## src/rtl/tcf_pkg.sv

```systemverilog
package tcf_pkg;
  typedef enum logic [1:0] {
    SYM_ZERO = 2'd0,
    SYM_ONE  = 2'd1,
    SYM_MARK = 2'd2,
    SYM_RSVD = 2'd3
  } sym_e;

  // marker slots: second 0 and every second ending in 9
  function automatic logic is_mark_slot(input int unsigned sec);
    return (sec == 0) || (sec % 10 == 9);
  endfunction
endpackage

```

## src/rtl/tcf_capture.sv

```systemverilog
module tcf_capture
  import tcf_pkg::*;
#(
  parameter int unsigned FRAME_SLOTS = 60,
  parameter int unsigned MARKS       = 7,
  parameter int unsigned DATA_BITS   = 53
) (
  input  logic                 clk_i,
  input  logic                 rst_ni,
  input  logic                 hold_i,
  input  logic                 sym_valid_i,
  input  logic [1:0]           sym_i,
  output logic [DATA_BITS-1:0] frame_o,
  output logic                 cnt_ok_o,
  output logic                 pos_ok_o,
  output logic                 done_o
);
  localparam int unsigned SW = $clog2(FRAME_SLOTS);
  localparam int unsigned CW = $clog2(FRAME_SLOTS + 1);

  logic [SW-1:0]        slot_q;
  logic [CW-1:0]        mcnt_q, mcnt_nxt;
  logic                 pos_q, pos_nxt;
  logic [DATA_BITS-1:0] frame_q;
  logic                 cnt_ok_q, pos_ok_q;
  logic                 accept, last, exp_mark, got_mark;
  sym_e                 sym;

  always_comb begin
    sym      = sym_e'(sym_i);
    accept   = sym_valid_i && !hold_i;
    last     = (slot_q == SW'(FRAME_SLOTS - 1));
    exp_mark = is_mark_slot(32'(slot_q));
    got_mark = (sym == SYM_MARK);
    mcnt_nxt = mcnt_q + CW'(got_mark);
    pos_nxt  = pos_q && (got_mark == exp_mark);
  end

  always_ff @(posedge clk_i or negedge rst_ni) begin
    if (!rst_ni) begin
      slot_q   <= '0;
      mcnt_q   <= '0;
      pos_q    <= 1'b1;
      frame_q  <= '0;
      cnt_ok_q <= 1'b0;
      pos_ok_q <= 1'b0;
    end else if (accept) begin
      if (!exp_mark) frame_q <= {frame_q[DATA_BITS-2:0], sym == SYM_ONE};
      if (last) begin
        slot_q   <= '0;
        mcnt_q   <= '0;
        pos_q    <= 1'b1;
        cnt_ok_q <= (mcnt_nxt == CW'(MARKS));
        pos_ok_q <= pos_nxt;
      end else begin
        slot_q <= slot_q + 1'b1;
        mcnt_q <= mcnt_nxt;
        pos_q  <= pos_nxt;
      end
    end
  end

  assign frame_o  = frame_q;
  assign cnt_ok_o = cnt_ok_q;
  assign pos_ok_o = pos_ok_q;
  assign done_o   = accept && last;

  assert_slot_range_R2: assert property (@(posedge clk_i) disable iff (!rst_ni)
    slot_q < SW'(FRAME_SLOTS));
  assert_flags_held_R7: assert property (@(posedge clk_i) disable iff (!rst_ni)
    !done_o |=> $stable(cnt_ok_q) && $stable(pos_ok_q));
  assert_pos_needs_cnt_R8: assert property (@(posedge clk_i) disable iff (!rst_ni)
    pos_ok_q |-> cnt_ok_q);
  assert_frozen_on_hold_R9: assert property (@(posedge clk_i) disable iff (!rst_ni)
    hold_i |=> $stable(frame_q) && $stable(slot_q));
endmodule

```

## src/rtl/tcf_tick.sv

```systemverilog
module tcf_tick #(
  parameter int unsigned HALF = 4
) (
  input  logic clk_i,
  input  logic rst_ni,
  input  logic en_i,
  output logic tick_o
);
  localparam int unsigned W = (HALF > 1) ? $clog2(HALF) : 1;

  logic [W-1:0] cnt_q;

  assign tick_o = en_i && (cnt_q == W'(HALF - 1));

  always_ff @(posedge clk_i or negedge rst_ni) begin
    if (!rst_ni)     cnt_q <= '0;
    else if (!en_i)  cnt_q <= '0;
    else if (tick_o) cnt_q <= '0;
    else             cnt_q <= cnt_q + 1'b1;
  end
endmodule

```

## src/rtl/tcf_spi_tx.sv

```systemverilog
module tcf_spi_tx #(
  parameter int unsigned DATA_BITS = 53,
  parameter int unsigned HALF      = 4
) (
  input  logic                 clk_i,
  input  logic                 rst_ni,
  input  logic                 start_i,
  input  logic [DATA_BITS-1:0] frame_i,
  output logic                 csn_o,
  output logic                 sclk_o,
  output logic                 sdo_o,
  output logic                 done_o
);
  localparam int unsigned IW = $clog2(DATA_BITS);

  logic          busy_q, tail_q, sclk_q, tick;
  logic [IW-1:0] idx_q;

  tcf_tick #(.HALF(HALF)) u_tick (
    .clk_i  (clk_i),
    .rst_ni (rst_ni),
    .en_i   (busy_q),
    .tick_o (tick)
  );

  always_ff @(posedge clk_i or negedge rst_ni) begin
    if (!rst_ni) begin
      busy_q <= 1'b0;
      tail_q <= 1'b0;
      sclk_q <= 1'b0;
      idx_q  <= '0;
    end else if (start_i && !busy_q) begin
      busy_q <= 1'b1;
      tail_q <= 1'b0;
      sclk_q <= 1'b0;
      idx_q  <= '0;
    end else if (busy_q && tick) begin
      if (tail_q) begin
        busy_q <= 1'b0;  // half period of hold after last fall
        tail_q <= 1'b0;
      end else if (!sclk_q) begin
        sclk_q <= 1'b1;
      end else begin
        sclk_q <= 1'b0;
        if (idx_q == IW'(DATA_BITS - 1)) tail_q <= 1'b1;
        else                             idx_q  <= idx_q + 1'b1;
      end
    end
  end

  // frame_i is frozen while busy; index walks from the last captured bit
  assign sdo_o  = busy_q && frame_i[idx_q];
  assign csn_o  = !busy_q;
  assign sclk_o = sclk_q;
  assign done_o = busy_q && tick && tail_q;

  assert_idle_clk_low_R6: assert property (@(posedge clk_i) disable iff (!rst_ni)
    !busy_q |-> !sclk_q);
  assert_shift_on_fall_R5: assert property (@(posedge clk_i) disable iff (!rst_ni)
    (busy_q && $past(busy_q) && (idx_q != $past(idx_q))) |-> $fell(sclk_q));
  assert_tail_clk_low_R6: assert property (@(posedge clk_i) disable iff (!rst_ni)
    tail_q |-> !sclk_q && busy_q);
endmodule

```

## src/rtl/tcf_readout.sv

```systemverilog
module tcf_readout #(
  parameter int unsigned FRAME_SLOTS  = 60,
  parameter int unsigned CLK_DIV_HALF = 4
) (
  input  logic       clk_i,
  input  logic       rst_ni,
  input  logic       sym_valid_i,
  input  logic [1:0] sym_i,
  output logic       ready_o,
  output logic       cnt_ok_o,
  output logic       pos_ok_o,
  output logic       spi_csn_o,
  output logic       spi_sclk_o,
  output logic       spi_sdo_o
);
  localparam int unsigned MARKS     = 1 + FRAME_SLOTS / 10;
  localparam int unsigned DATA_BITS = FRAME_SLOTS - MARKS;

  logic [DATA_BITS-1:0] frame;
  logic                 cap_done, tx_done, ready_q;

  tcf_capture #(
    .FRAME_SLOTS (FRAME_SLOTS),
    .MARKS       (MARKS),
    .DATA_BITS   (DATA_BITS)
  ) u_cap (
    .clk_i       (clk_i),
    .rst_ni      (rst_ni),
    .hold_i      (ready_q),
    .sym_valid_i (sym_valid_i),
    .sym_i       (sym_i),
    .frame_o     (frame),
    .cnt_ok_o    (cnt_ok_o),
    .pos_ok_o    (pos_ok_o),
    .done_o      (cap_done)
  );

  tcf_spi_tx #(
    .DATA_BITS (DATA_BITS),
    .HALF      (CLK_DIV_HALF)
  ) u_tx (
    .clk_i   (clk_i),
    .rst_ni  (rst_ni),
    .start_i (cap_done),
    .frame_i (frame),
    .csn_o   (spi_csn_o),
    .sclk_o  (spi_sclk_o),
    .sdo_o   (spi_sdo_o),
    .done_o  (tx_done)
  );

  always_ff @(posedge clk_i or negedge rst_ni) begin
    if (!rst_ni)       ready_q <= 1'b0;
    else if (cap_done) ready_q <= 1'b1;
    else if (tx_done)  ready_q <= 1'b0;
  end

  assign ready_o = ready_q;

  assert_select_within_ready_R3: assert property (@(posedge clk_i) disable iff (!rst_ni)
    !spi_csn_o |-> ready_o);
  assert_ready_drop_with_csn_R3: assert property (@(posedge clk_i) disable iff (!rst_ni)
    $fell(ready_o) |-> $rose(spi_csn_o));
  assert_idle_quiet_R6: assert property (@(posedge clk_i) disable iff (!rst_ni)
    spi_csn_o |-> !spi_sclk_o && !spi_sdo_o);
endmodule

```

## config.mk

```make
export PLATFORM = sky130hd
export DESIGN_NAME = tcf_readout
export DESIGN_NICKNAME = d
export VERILOG_FILES = /design/src/rtl/tcf_pkg.sv /design/src/rtl/tcf_capture.sv /design/src/rtl/tcf_tick.sv /design/src/rtl/tcf_spi_tx.sv /design/src/rtl/tcf_readout.sv
export SDC_FILE = /design/constraint.sdc
export NUM_CORES = 1
export LEC_CHECK = 0
export ABC_AREA = 1
export BUFFER_PORTS_ARGS = -buffer_cell sky130_fd_sc_hd__clkbuf_2
export CAP_MARGIN = 10
export CORE_AREA = 8 8 101 103
export CTS_BUF_LIST = sky130_fd_sc_hd__clkbuf_16
export CTS_CLUSTER_DIAMETER = 40
export CTS_CLUSTER_SIZE = 30
export DETAILED_ROUTE_END_ITERATION = 16
export DIE_AREA = 0 0 109 111
export GPL_TIMING_DRIVEN = 0
export PLACE_DENSITY_LB_ADDON = 0.05
export SETUP_SLACK_MARGIN = 0.15
export SLEW_MARGIN = 0
export SYNTH_ARGS = -nofsm -noshare
export SYNTH_HDL_FRONTEND = slang
export SYNTH_SLANG_ARGS = --single-unit
```

## constraint.sdc

```tcl
create_clock -name clk_i -period 6.6 [get_ports clk_i]
set_input_delay 1.32 -clock clk_i [delete_from_list [all_inputs] [get_ports clk_i]]
set_output_delay 1.32 -clock clk_i [all_outputs]
set_load 0.05 [all_outputs]
```

# Word level (Yosys, flattened, before mapping)
# Index checks and enable logic that the tools add are counted.
# classes
n_mux	26
div	1
reduce_logical	21
n_bitwise	1
order_cmp	1
n_addsub	4
eq_ne	10
# ops
operator	count
$mux W6	7
$eq A32 B4 Y1 const B	1
$mod A6 B4 Y32 const B	1
$mux W1	16
$add A6 B1 Y6 const B	2
$eq A6 B6 Y1 const B	2
$logic_and A1 B1 Y1	8
$reduce_and A2 Y1	4
$reduce_bool A2 Y1	4
$lt A6 B7 Y1 const B	1
$add A6 B1 Y6	1
$bmux W1 S6	1
$eq A6 B3 Y1 const B	1
$logic_not A6 Y1	1
$eq A2 B2 Y1 const B	2
$mux W2	2
$reduce_and A4 Y1	1
$add A2 B1 Y2 const B	1
$eq A2 B1 Y1 const B	1
$logic_not A1 Y1	2
$ne A2 B1 Y1 const B	1
$ne A2 B2 Y1 const B	1
$eq A1 B1 Y1	1
$logic_or A1 B1 Y1	1
$not A1 Y1	1
# totals
output_inout_bits	6
inputBits	5
word_cells	76
ff_bits	80

# Logic depth before layout (Yosys ltp)
# logic_depth
depth_word	6
mapped_depth	25
mapped_depth_nobuf	22

# Modules after synthesis
# A second synthesis with hierarchy kept.
# hier_totals
hier_cells	644
area_unflattened_um2	4662.0
# modules_own_cells
mod	n_inst	cells_each	seq_area_each_um2	area_per_inst_um2
tcf_capture	1	410	1702.9	3337.0
tcf_spi_tx	1	219	225.2	1196.1
tcf_tick	1	10	50.0	88.8
tcf_readout	1	5	25.0	40.0

# Worst setup path after synthesis
# OpenSTA, ideal clock, no wires.
# synth_path
path_kind	register to output
start	reg u_tx.idx_q[0]
end	out spi_sdo_o
slack_ns	2.668
n_path_buf	2
stages_incl_launch_ff	11
required_time_ns	5.280
arrival_time_ns	2.612
cell_sequence	dfrtp_1 clkbuf_1 inv_1 clkbuf_1 a21oi_1 o21ai_0 nand3_1 nand3_1 a31oi_1 nor3_1 a311oi_1
# synth_via
elab_chain_len	3
# synth_lines
item	line	text
from (decl)	tcf_spi_tx.sv:17	logic [IW-1:0] idx_q;
from (signal assigned)	tcf_spi_tx.sv:46	else idx_q <= idx_q + 1'b1;
$bmux W1 S6	tcf_spi_tx.sv:52	assign sdo_o = busy_q && frame_i[idx_q];
$mux W1 (implied by the code)	tcf_spi_tx.sv:52	
$logic_and A1 B1 Y1	tcf_spi_tx.sv:52	
to (decl)	tcf_readout.sv:14	output logic spi_sdo_o
# No other way between the ends. The select of a mux whose other input is x is not followed.

# Worst setup path after layout
# Ends and elaborated chain as after synthesis.

==> impl_metrics.ini <==
[outcome]
outcome = finished clean

[final_layout]
fillers = 840
nets = 595
syn2layout_area_growth_pct = 11.88
layout_commonest_cell = nand2_1
final_cell_mix = nand2_1, o21ai_0, dfrtp_1
drive_gt1_frac = 0.09418
antenna_cells = 0

[global_route]
grt_pass1_vias = 3579
grt_overflow = 0
grt_pass1_wl_um = 17860
antenna_found_initial = 0
grt_max_degree = 46
track_usage = 0.1820

[sta]
tightest_slew_ps = 583.2
fin_crit_ps = 4126
rsz0062_at_grt = false
finalHoldViolations = 0
relSlewSlack = 0.6112
holdWs_ps = 447.5
tns_ps = 0
slew_viol_final = 0
finalCritPeriodShare = 0.6251
setup_violations = 0
max_freq_ghz = 0.2424
skew_ps = 6.277

[routing]
routed_wl_um = 10380
wire_per_inst_um = 15.00
post-route-drc-count = 0
vias = 3625
antenna_left = 0
drtIter0Drc = 180
vias_per_cell = 5.238
firstDrtPassIters = 5

[yosys]
syn_area_per_cell_um2 = 7.734
synthDistinctLibCells = 35
syn_inst = 557
syn_nets = 573
synth_seq_cells = 80
ys_warn_count = 0
synth_area_um2 = 4308
yosysSeqAreaShare = 0.4650

[power_and_ir_drop]
p_sw_w = 0.0009650
seqPwrFrac = 0.360
p_leak_nw = 2.399
intPower_w = 0.001305
switching_share = 0.4250
clkPwrFrac = 0.217
ir_drop_mv = 0.2531
p_per_area_nw_per_um2 = 471.1
pwr-share-comb = 0.422

[setup_path]
r2r-end = u_cap.frame_o[40]
critPathKind = register to output port
r2r_start = u_cap.slot_q[4]
end_kind = output port
r2r_setup_slack_ps = 3470
crit_cells = 11
critPathBufInv = 4
cpLargestDelayFamily = buffers and inverters
path_max_fanout = 10
reg2regPathDepth = 24
critPathLaunchType = register
cp.arrival_ps = 2810
required_ps = 5280
slowest_stage = dfrtp_1
critPathMaxStageDelay_ps = 350
cp_cell_sequence = clkbuf_1, inv_1, clkbuf_1, a21oi_1, o21ai_0, nand3_1, nand3_1, a31oi_1, nor3_1, a311oi_1, clkbuf_2

[die]
die_x_um = 109
pin_count = 11
row_count = 34
fp.coreArea_um2 = 8551
start_util = 0.5038
fp.dieH_um = 111
die_area_um2 = 12100

[clocking]
cts_num_sinks = 80
insertion_delay_ps = 330
ctsResizeCount = 0
clk_pin_slew_ps = 60
cts_tree = built
cts_max_path_buffers = 2
post_cts_buffers = 0
htree_levels = 3
cts_buffers = 9
holdBufCountCts = 0
root_buffer = clkbuf_16

[hold_path]
whs_path_depth = 1
whs_endpoint = u_tx.u_tick.cnt_q[0]
min_from = u_tx.u_tick.cnt_q[0]
min_path_type = register to register

[place]
dp_hpwl_um = 7378
io_buffers = 10
gp_congestion = 0.8526

[run]
maxCapViolCount = 0
-- power by group through the flow --
stage / clock network (W) / registers [W] / logic, W
finish: 0.000494 / 0.000818 / 0.000959
floorplan: 0 / 0.000800 / 0.000736
CTS: 0.000506 / 0.000816 / 0.000964
global route: 0.000526 / 0.000844 / 0.00111
detailed placement: 0 / 0.000824 / 0.000958
global placement: 0 / 0.000819 / 0.000936
-- worst max-delay path by stage --
| stage | slack [ps] | endpoint | start |
|---|---|---|---|
| global route | 2240 | spi_sdo_o | u_tx.idx_q[0] |
| CTS | 2480 | spi_sdo_o | u_tx.idx_q[0] |
| floorplan | 2670 | spi_sdo_o | u_tx.idx_q[0] |
| global placement | 2830 | spi_sdo_o | u_tx.idx_q[0] |
| detailed placement | 2840 | spi_sdo_o | u_tx.idx_q[0] |
| finish | 2470 | spi_sdo_o | u_tx.idx_q[0] |
-- worst reg2reg max path: cells and delay by family (launching register included) --
kind                     cells  cell delay, ps
AO/OA/AOI/OAI                1             200
adder cells (fa/ha/maj)      2             570
buffers and inverters        7             680
flip-flops                   1             370
AND/OR/NAND/NOR             14            1180
-- registers in the layout, summed over array words and instances, names as in the netlist, 2 cells and up --
signal             flops
u_cap.frame_o         53
u_cap.mcnt_q           6
u_cap.slot_q           6
u_tx.idx_q             6
u_tx.u_tick.cnt_q      2
-- cell type report --
type | count | area [µm²] | area share
buffer | 27 | 155.1 | 0.03219
inverter | 66 | 250.2 | 0.05192
clock inverter | 7 | 71.32 | 0.01480
tap | 108 | 135.1 | 0.02804
multi-input combinational | 384 | 1899 | 0.3941
timing repair buffer | 11 | 80.08 | 0.01661
sequential | 80 | 2003 | 0.4156
clock buffer | 9 | 225.2 | 0.04673
-- through the flow --
step | instance area (µm²) | cells | setup WS, ps | power (W) | util
floorplan | 4308 | 557 | 2668 | 0.001535 | -
global placement | 4493 | 675 | 2833 | 0.001754 | 0.5255
detailed placement | 4523 | 676 | 2840 | 0.001782 | 0.5290
global route | 4820 | 692 | 2242 | 0.002479 | 0.5637
CTS | 4820 | 692 | 2477 | 0.002286 | 0.5637
finish | 4820 | 692 | 2474 | 0.002270 | 0.5637
-- metal layers --
metal | track usage | routed length, µm | vias to the layer above
met5 | 0 | 0 | -
met4 | 0.05114 | 89 | 0
met3 | 0.03081 | 277 | 10
met2 | 0.2962 | 4985 | 50
met1 | 0.2402 | 5029 | 1701
li1 | - | - | 1864
-- synthesized netlist by cell type --
library cell    n  area, µm²
dfrtp_1        79       1977
nor3b_1         1      7.510
nor4_1          1      6.260
nand3_1        40      200.2
clkinv_1        2      7.510
nor3_1         10      50.05
a311o_1         1      10.01
nand2_2         4      25.02
clkbuf_1       13      48.80
inv_2           3      11.26
nor2_1         16      60.06
buf_2           7      35.03
inv_1          60      225.2
o22ai_1         3      18.77
nand2_4         1      11.26
nor2_4          2      22.52
nor2_2          1      6.260
o21bai_2        1      11.26
o31ai_1         2      15.01
buf_4           2      15.01
nand3_2         2      20.02
a311oi_1        1      8.760
a31oi_1         3      18.77
ha_1           11      137.6
nand3b_1        1      7.510
xor2_1          4      35.03
a21boi_0        1      7.510
buf_6           5      56.30
o21ai_1        12      60.06
nand2_1       143      536.8
nand4_1         6      37.54
inv_4           1      6.260
dfstp_2         1      26.28
a21oi_1        37      185.2
o21ai_0        80      400.4
-- cell families after synthesis --
| group | Yosys count | share of synthesized area |
|---|---|---|
| compound gates | 141 | 0.1708 |
| xor+xnor | 4 | 0.008132 |
| fa+ha+maj | 11 | 0.03195 |
| buf+inv | 93 | 0.09410 |
| flops | 80 | 0.4650 |
| simple gates | 228 | 0.2300 |
Note: power is estimated with default switching activity, not from simulation.
